File: src/rtl/cps_pkg.sv
package cps_pkg;
  typedef enum logic [1:0] {
    ST_OFF    = 2'd0,
    ST_SETTLE = 2'd1,
    ST_WAIT   = 2'd2,
    ST_RUN    = 2'd3
  } cps_state_e;
endpackage

File: src/rtl/cps_settle_timer.sv
module cps_settle_timer #(
  parameter int unsigned CYCLES = 50
) (
  input  logic clk_i,
  input  logic rst_ni,
  input  logic run_i,
  output logic done_o
);
  localparam int unsigned CW = (CYCLES > 2) ? $clog2(CYCLES) : 1;
  localparam logic [CW-1:0] LAST = CW'(CYCLES - 1);

  logic [CW-1:0] cnt_q;

  assign done_o = run_i && (cnt_q == LAST);

  // cleared whenever not running so every entry sees a full delay
  always_ff @(posedge clk_i or negedge rst_ni) begin
    if (!rst_ni)      cnt_q <= '0;
    else if (!run_i)  cnt_q <= '0;
    else if (!done_o) cnt_q <= cnt_q + 1'b1;
  end
endmodule

File: src/rtl/cps_fsm.sv
module cps_fsm
  import cps_pkg::*;
(
  input  logic       clk_i,
  input  logic       rst_ni,
  input  logic       supply_ok_i,
  input  logic       release_ok_i,
  input  logic       pll_lock_i,
  input  logic       settle_done_i,
  output cps_state_e state_o
);
  cps_state_e state_q, state_d;

  always_comb begin
    state_d = state_q;
    if (!supply_ok_i) begin
      state_d = ST_OFF;
    end else begin
      unique case (state_q)
        ST_OFF:    state_d = ST_SETTLE;
        ST_SETTLE: if (settle_done_i) state_d = ST_WAIT;
        ST_WAIT:   if (release_ok_i && pll_lock_i) state_d = ST_RUN;
        ST_RUN:    if (!(release_ok_i && pll_lock_i)) state_d = ST_WAIT;
        default:   state_d = ST_OFF;
      endcase
    end
  end

  always_ff @(posedge clk_i or negedge rst_ni) begin
    if (!rst_ni) state_q <= ST_OFF;
    else         state_q <= state_d;
  end

  assign state_o = state_q;
endmodule

File: src/rtl/cps_out_dec.sv
module cps_out_dec
  import cps_pkg::*;
(
  input  cps_state_e state_i,
  input  logic       supply_ok_i,
  input  logic       pwrdn_ni,
  input  logic       clk_valid_i,
  input  logic       pll_lock_i,
  input  logic       tristate_hi_i,
  output logic       out_en_o,
  output logic       drive_hi_o
);
  // enable drops combinationally, ahead of the state change
  assign out_en_o   = (state_i == ST_RUN) && supply_ok_i && pwrdn_ni
                      && clk_valid_i && pll_lock_i;
  assign drive_hi_o = (state_i == ST_WAIT) && pwrdn_ni && tristate_hi_i;
endmodule

File: src/rtl/clkbuf_pwrup_seq.sv
module clkbuf_pwrup_seq
  import cps_pkg::*;
#(
  parameter int unsigned REF_CLK_KHZ = 200,
  parameter int unsigned SETTLE_US   = 250
) (
  input  logic       clk_i,
  input  logic       rst_ni,
  input  logic       supply_ok_i,
  input  logic       pwrdn_ni,
  input  logic       clk_valid_i,
  input  logic       pll_lock_i,
  input  logic       tristate_hi_i,
  output logic       out_en_o,
  output logic       drive_hi_o,
  output logic [1:0] state_o
);
  localparam int unsigned SETTLE_CYCLES = (REF_CLK_KHZ * SETTLE_US) / 1000;

  cps_state_e state;
  logic       settle_done;

  cps_settle_timer #(.CYCLES(SETTLE_CYCLES)) u_timer (
    .clk_i  (clk_i),
    .rst_ni (rst_ni),
    .run_i  ((state == ST_SETTLE) && supply_ok_i),
    .done_o (settle_done)
  );

  cps_fsm u_fsm (
    .clk_i         (clk_i),
    .rst_ni        (rst_ni),
    .supply_ok_i   (supply_ok_i),
    .release_ok_i  (pwrdn_ni && clk_valid_i),
    .pll_lock_i    (pll_lock_i),
    .settle_done_i (settle_done),
    .state_o       (state)
  );

  cps_out_dec u_dec (
    .state_i       (state),
    .supply_ok_i   (supply_ok_i),
    .pwrdn_ni      (pwrdn_ni),
    .clk_valid_i   (clk_valid_i),
    .pll_lock_i    (pll_lock_i),
    .tristate_hi_i (tristate_hi_i),
    .out_en_o      (out_en_o),
    .drive_hi_o    (drive_hi_o)
  );

  assign state_o = state;
endmodule

File: config.mk
export PLATFORM = sky130hd
export DESIGN_NAME = clkbuf_pwrup_seq
export DESIGN_NICKNAME = d
export VERILOG_FILES = /design/src/rtl/cps_pkg.sv /design/src/rtl/cps_settle_timer.sv /design/src/rtl/cps_fsm.sv /design/src/rtl/cps_out_dec.sv /design/src/rtl/clkbuf_pwrup_seq.sv
export SDC_FILE = /design/constraint.sdc
export NUM_CORES = 1
export LEC_CHECK = 0
export BUFFER_PORTS_ARGS = -buffer_cell sky130_fd_sc_hd__buf_4
export CORE_AREA = 8 8 45 47
export DETAILED_ROUTE_END_ITERATION = 8
export DIE_AREA = 0 0 53 55
export PLACE_DENSITY = 0.5
export SETUP_SLACK_MARGIN = 0.05
export SYNTH_ARGS = -nofsm -noshare
export SYNTH_HDL_FRONTEND = slang
export SYNTH_SLANG_ARGS = --single-unit
File: constraint.sdc
create_clock -name clk_i -period 2.7 [get_ports clk_i]
set_input_delay 0.27 -clock clk_i [delete_from_list [all_inputs] [get_ports clk_i]]
set_output_delay 0.27 -clock clk_i [all_outputs]
set_load 0.005 [all_outputs]
-- Yosys cells after proc, flatten, opt, wreduce, memory -nomap -nowiden
Index checks and enable logic that the tools add are counted.
- bits in registers: 8
- output and inout port bits: 4
- logic and storage cells: 30
- input bits: 7
- eq/ne operators: 8
- add/subtract/negate cells: 1
- multiplexer cells: 7
- reductions and logical operators: 12
- operators with widths (operator ; number):
    2-to-1 mux 6 bit ; 2
    logical AND 1 bit ; 10
    != test 3 bit, second input constant ; 3
    2-to-1 mux 2 bit ; 4
    case mux 2 bit (4 select lines) ; 1
    adder 6 x 1 -> 6 bit, second input constant ; 1
    == test 6 bit, second input constant ; 1
    == test 2 bit, second input constant ; 2
    AND reduction 3 bit ; 1
    == test 2 x 1 -> 1 bit, second input constant ; 1
    logical NOT 2 bit ; 1
    != test 2 bit, second input constant ; 1

-- Logic depth before layout (Yosys ltp)
- depth after elaboration: 6
- depth in mapped cells: 5
- gate-level depth less buffers: 5

-- Cells and area by module
Synthesis repeated with hierarchy kept, for this count alone.
- cells, all modules: 42
- area, all modules: 444.2 sq um
- by module, submodules not included (module ; cells an instance ; sequential area each (sq um) ; instances ; area each (sq um)):
    cps_settle_timer ; 30 ; 150.1 ; 1 ; 322.8
    cps_fsm ; 6 ; 50.0 ; 1 ; 80.1
    cps_out_dec ; 4 ; 0.0 ; 1 ; 26.3
    clkbuf_pwrup_seq ; 2 ; 0.0 ; 1 ; 15.0

-- Worst setup path before layout
OpenSTA, ideal clock, no wires.
- path kind: register to register
- from: reg u_timer.cnt_q[1]
- to: reg u_fsm.state_q[0], in the netlist u_fsm.state_o[0]
- required time: 2.574 ns
- data arrival time: 1.231 ns
- path buffers: 0
- path slack: 1.343 ns
- stages on the path, launching flop included: 6
- period minus slack after synthesis: 1.357 ns
- library setup time: 0.126 ns
- path through: dfrtp_1 -> inv_1 -> ha_1 -> nand4b_4 -> or2_4 -> o311a_1
- longest elaborated chain between the ends: 4
- RTL lines (element ; RTL line ; source):
    from (decl) ; cps_settle_timer.sv:12 ; logic [CW-1:0] cnt_q;
    from (signal assigned) ; cps_settle_timer.sv:20 ; else if (!done_o) cnt_q <= cnt_q + 1'b1;
    == test 6 bit ; cps_settle_timer.sv:14 ; assign done_o = run_i && (cnt_q == LAST);
    logical AND 1 bit ; cps_settle_timer.sv:14 ;
    != test 3 bit (no source line) ; n/a ;
    AND reduction 3 bit (no source line) ; n/a ;
    to (signal assigned) ; cps_fsm.sv:31 ; else state_q <= state_d;
    to (decl) ; cps_fsm.sv:12 ; cps_state_e state_q, state_d;
No other way between the ends.
A chain may end at the register's enable or synchronous reset.

-- Worst setup path in the final report
Same ends and word-level chain as after synthesis.

==> flow_metrics.py <==
metrics = {
    "floorplan": {
        "die-area_mm2": 0.00292,
        "core-area_mm2": 0.00138,
        "die_h_um": 55,
        "rows": 14,
        "io_pins": 11,
        "start_util_pct": 31.6,
        "fp.dieW_um": 53,
    },
    "final_layout": {
        "fill_cells": 130,
        "register_area_um2": 200,
        "layout.cells.non_filler": 72,
        "nets": 67,
        "area_growth_pct": 27.4,
        "final_cell_area_um2": 558,
        "drive_gt1_share_pct": 30.4,
        "final_util_pct": 40.3,
        "multi_input_area_um2": 223,
        "final_cell_mix": "buf_4 (10), dfrtp_1 (8), nand3_1 (4), nand2_1 (4)",
        "mostFrequentLayoutCell": "buf_4",
        "antenna_cells": 0,
    },
    "logic_synthesis": {
        "synth_nets": 52,
        "muxShareOfSynthArea_pct": 0,
        "ys_seq_area_share_pct": 45.7,
        "synthDominantCellAreaShare_pct": 45.7,
        "netlist_instances": 43,
        "synth.ff_latch_count": 8,
        "yosys.area_share.xor_xnor_pct": 6.00,
        "synth_top_area_cell": "dfrtp_1",
        "ys_warn_count": 0,
        "synth.area.top_cells": "dfrtp_1 (46%), xor2_1 (6.0%), ha_1 (5.7%), nand4b_4 (5.4%), nand3_1 (4.6%)",
        "synth_simple_gate_area_share_pct": 28.9,
        "synth_top_family_by_area": "simple AND/OR/NAND/NOR gates",
        "syn_area_per_cell_um2": 10.2,
        "synth-compound-area-share_pct": 10.3,
        "synthAdderAreaFrac_pct": 5.71,
        "synth.distinct_cells": 21,
        "syn_area_um2": 438,
    },
    "global_route": {
        "grt_pass1_wl_mm": 1.60,
        "antenna_found_initial": 0,
        "overflow": 0,
        "grt_pass1_vias": 383,
        "grt_max_degree": 9,
        "grtUsageTotal_pct": 7.49,
    },
    "sta": {
        "timing.final.ws_setup_ns": 1.28,
        "clock-skew-final_ns": 0.00739,
        "fin_tns_setup_ns": 0,
        "timing.fmax_ghz": 0.705,
        "rsz0062_at_grt": "false",
        "setup_viol": 0,
        "slew_headroom_pct": 84.2,
        "finalHoldWorstSlack_ns": 0.269,
        "worst_pin_slew_ns": 0.236,
        "finalMaxSlewViolations": 0,
        "finalHoldViolCount": 0,
        "finalCritPeriodShare_pct": 52.6,
        "period_needed_ns": 1.42,
    },
    "route": {
        "vias": 359,
        "remaining_drc_errors": 0,
        "wirelength_um": 873,
        "drt-pass1-iter-count": 4,
        "postRouteAntennaNets": 0,
        "routed_via_density": 4.99,
        "avgRoutedWirePerCell_um": 12.1,
        "drt-initial-drc-count": 4,
    },
    "placement": {
        "hpwl_um": 673,
        "finalWeightedCongestion": 0.701,
        "post_dp_cell_area_um2": 526,
        "port_buffers": 10,
        "place_inst": 68,
        "dp_slack_ns": 1.28,
    },
    "critical_path": {
        "cp.buffers_inverters": 1,
        "timing.rr.end": "u_fsm.state_o[0]",
        "crit_path_top_delay_cell": "dfrtp_1",
        "setup.worst_path.end_class": "flip-flop",
        "reg2reg_from": "u_timer.cnt_q[1]",
        "worstPathCellList": "inv_1, ha_1, nand4b_4, or2_4, o311a_1",
        "cp-start-kind": "flip-flop",
        "worst-r2r-cell-count": 5,
        "crit_path_max_incr_delay_ns": 0.41,
        "crit_family": "flip-flops",
        "crit_arrival_ns": 1.56,
        "r2r_slack_ns": 1.28,
        "cp_max_fo": 4,
        "required_ns": 2.84,
        "crit_type": "reg2reg",
    },
    "clock_tree": {
        "root_buffer": "clkbuf_4",
        "clk_latency_ns": 0.25,
        "cts_repair_resize_count": 0,
        "cts_buffer_depth": 2,
        "path_clk_slew_ns": 0.06,
        "cts_sinks": 8,
        "htree_levels": 1,
        "cts_tree": "yes",
        "cts_buffers": 3,
    },
    "min_path": {
        "hold_end": "u_fsm.state_o[1]",
        "hold_path_class": "in2reg",
        "hold_depth": 3,
        "hp-start": "supply_ok_i",
    },
    "flow_run": {
        "cap_violations": 0,
    },
    "power": {
        "power.leakage_nw": 0.303,
        "powerDensity_mw_per_mm2": 422,
        "vdd.ir_drop.worst_mv": 0.198,
        "finalPower_uw": 236,
    },
    "status": {
        "status": "complete, no violations",
    },
}
==> where the power goes <==
| group | internal (mW) | switching [mW] | leakage [nW] |
|---|---|---|---|
| combinational | 0.0115 | 0.00882 | 0.181 |
| clock | 0.0508 | 0.0395 | 0.0138 |
| sequential | 0.122 | 0.00282 | 0.108 |
==> logic make-up (layout without fill, tap and decap cells) <==
| family | Yosys count | in the layout |
|---|---|---|
| AND/OR/NAND/NOR | 20 | 20 |
| buffers and inverters | 3 | 16 |
| flip-flops | 8 | 8 |
| AO/OA/AOI/OAI | 7 | 7 |
| XOR/XNOR | 3 | 3 |
| adder cells (fa/ha/maj) | 2 | 2 |
==> cell type report <==
| class | instances | share of cell area, % |
|---|---|---|
| clock buffers | 3 | 4.04 |
| inverters | 2 | 1.35 |
| multi-input cells | 32 | 39.9 |
| flip-flops and latches | 8 | 35.9 |
| well taps | 16 | 3.59 |
| repair buffers | 11 | 15.2 |
==> worst min-delay path, cell delays in order <==
cell and delay, ns:
buf_4 0.10, nand2_1 0.05, o21ai_0 0.06
==> sequential cells by signal, summed over array words and instances (netlist names) <==
| name | flops |
|---|---|
| u_timer.cnt_q | 6 |
| u_fsm.state_o | 2 |
==> Yosys cell counts, drive strengths merged <==
cell,number
nand3,4
or2,2
and3b,1
or3,1
inv,2
nor2,3
a21oi,2
ha,2
buf,1
o31ai,1
and4,1
xor2,3
nor3,2
o311a,1
and3,1
dfrtp,8
nand4b,1
o21ai,2
o21a,1
nand2,4
==> what timing repair did <==
action	CTS	global route
setup buffers	0	0
setup endpoints to repair	0	0
hold buffers	1	0
hold endpoints to repair	8	0
==> how the worst max path moves through the flow <==
stage                            end  slack (ns)        startpoint  cells past startpoint
finish              u_fsm.state_o[0]        1.28  u_timer.cnt_q[1]                      5
CTS                 u_fsm.state_o[0]        1.28  u_timer.cnt_q[1]                      5
global route        u_fsm.state_o[0]        1.23  u_timer.cnt_q[1]                      5
detailed placement  u_fsm.state_o[0]        1.28  u_timer.cnt_q[1]                      5
floorplan           u_fsm.state_o[0]        1.34  u_timer.cnt_q[1]                      5
global placement    u_fsm.state_o[0]        1.30  u_timer.cnt_q[1]                      5
==> metal layers <==
layer	wire (um)	global-route usage, %
met1	427	8.70
met2	385	11.3
met3	61	4.28
met4	0	2.59
met5	0	0
Power figures use the tool's default switching activity.
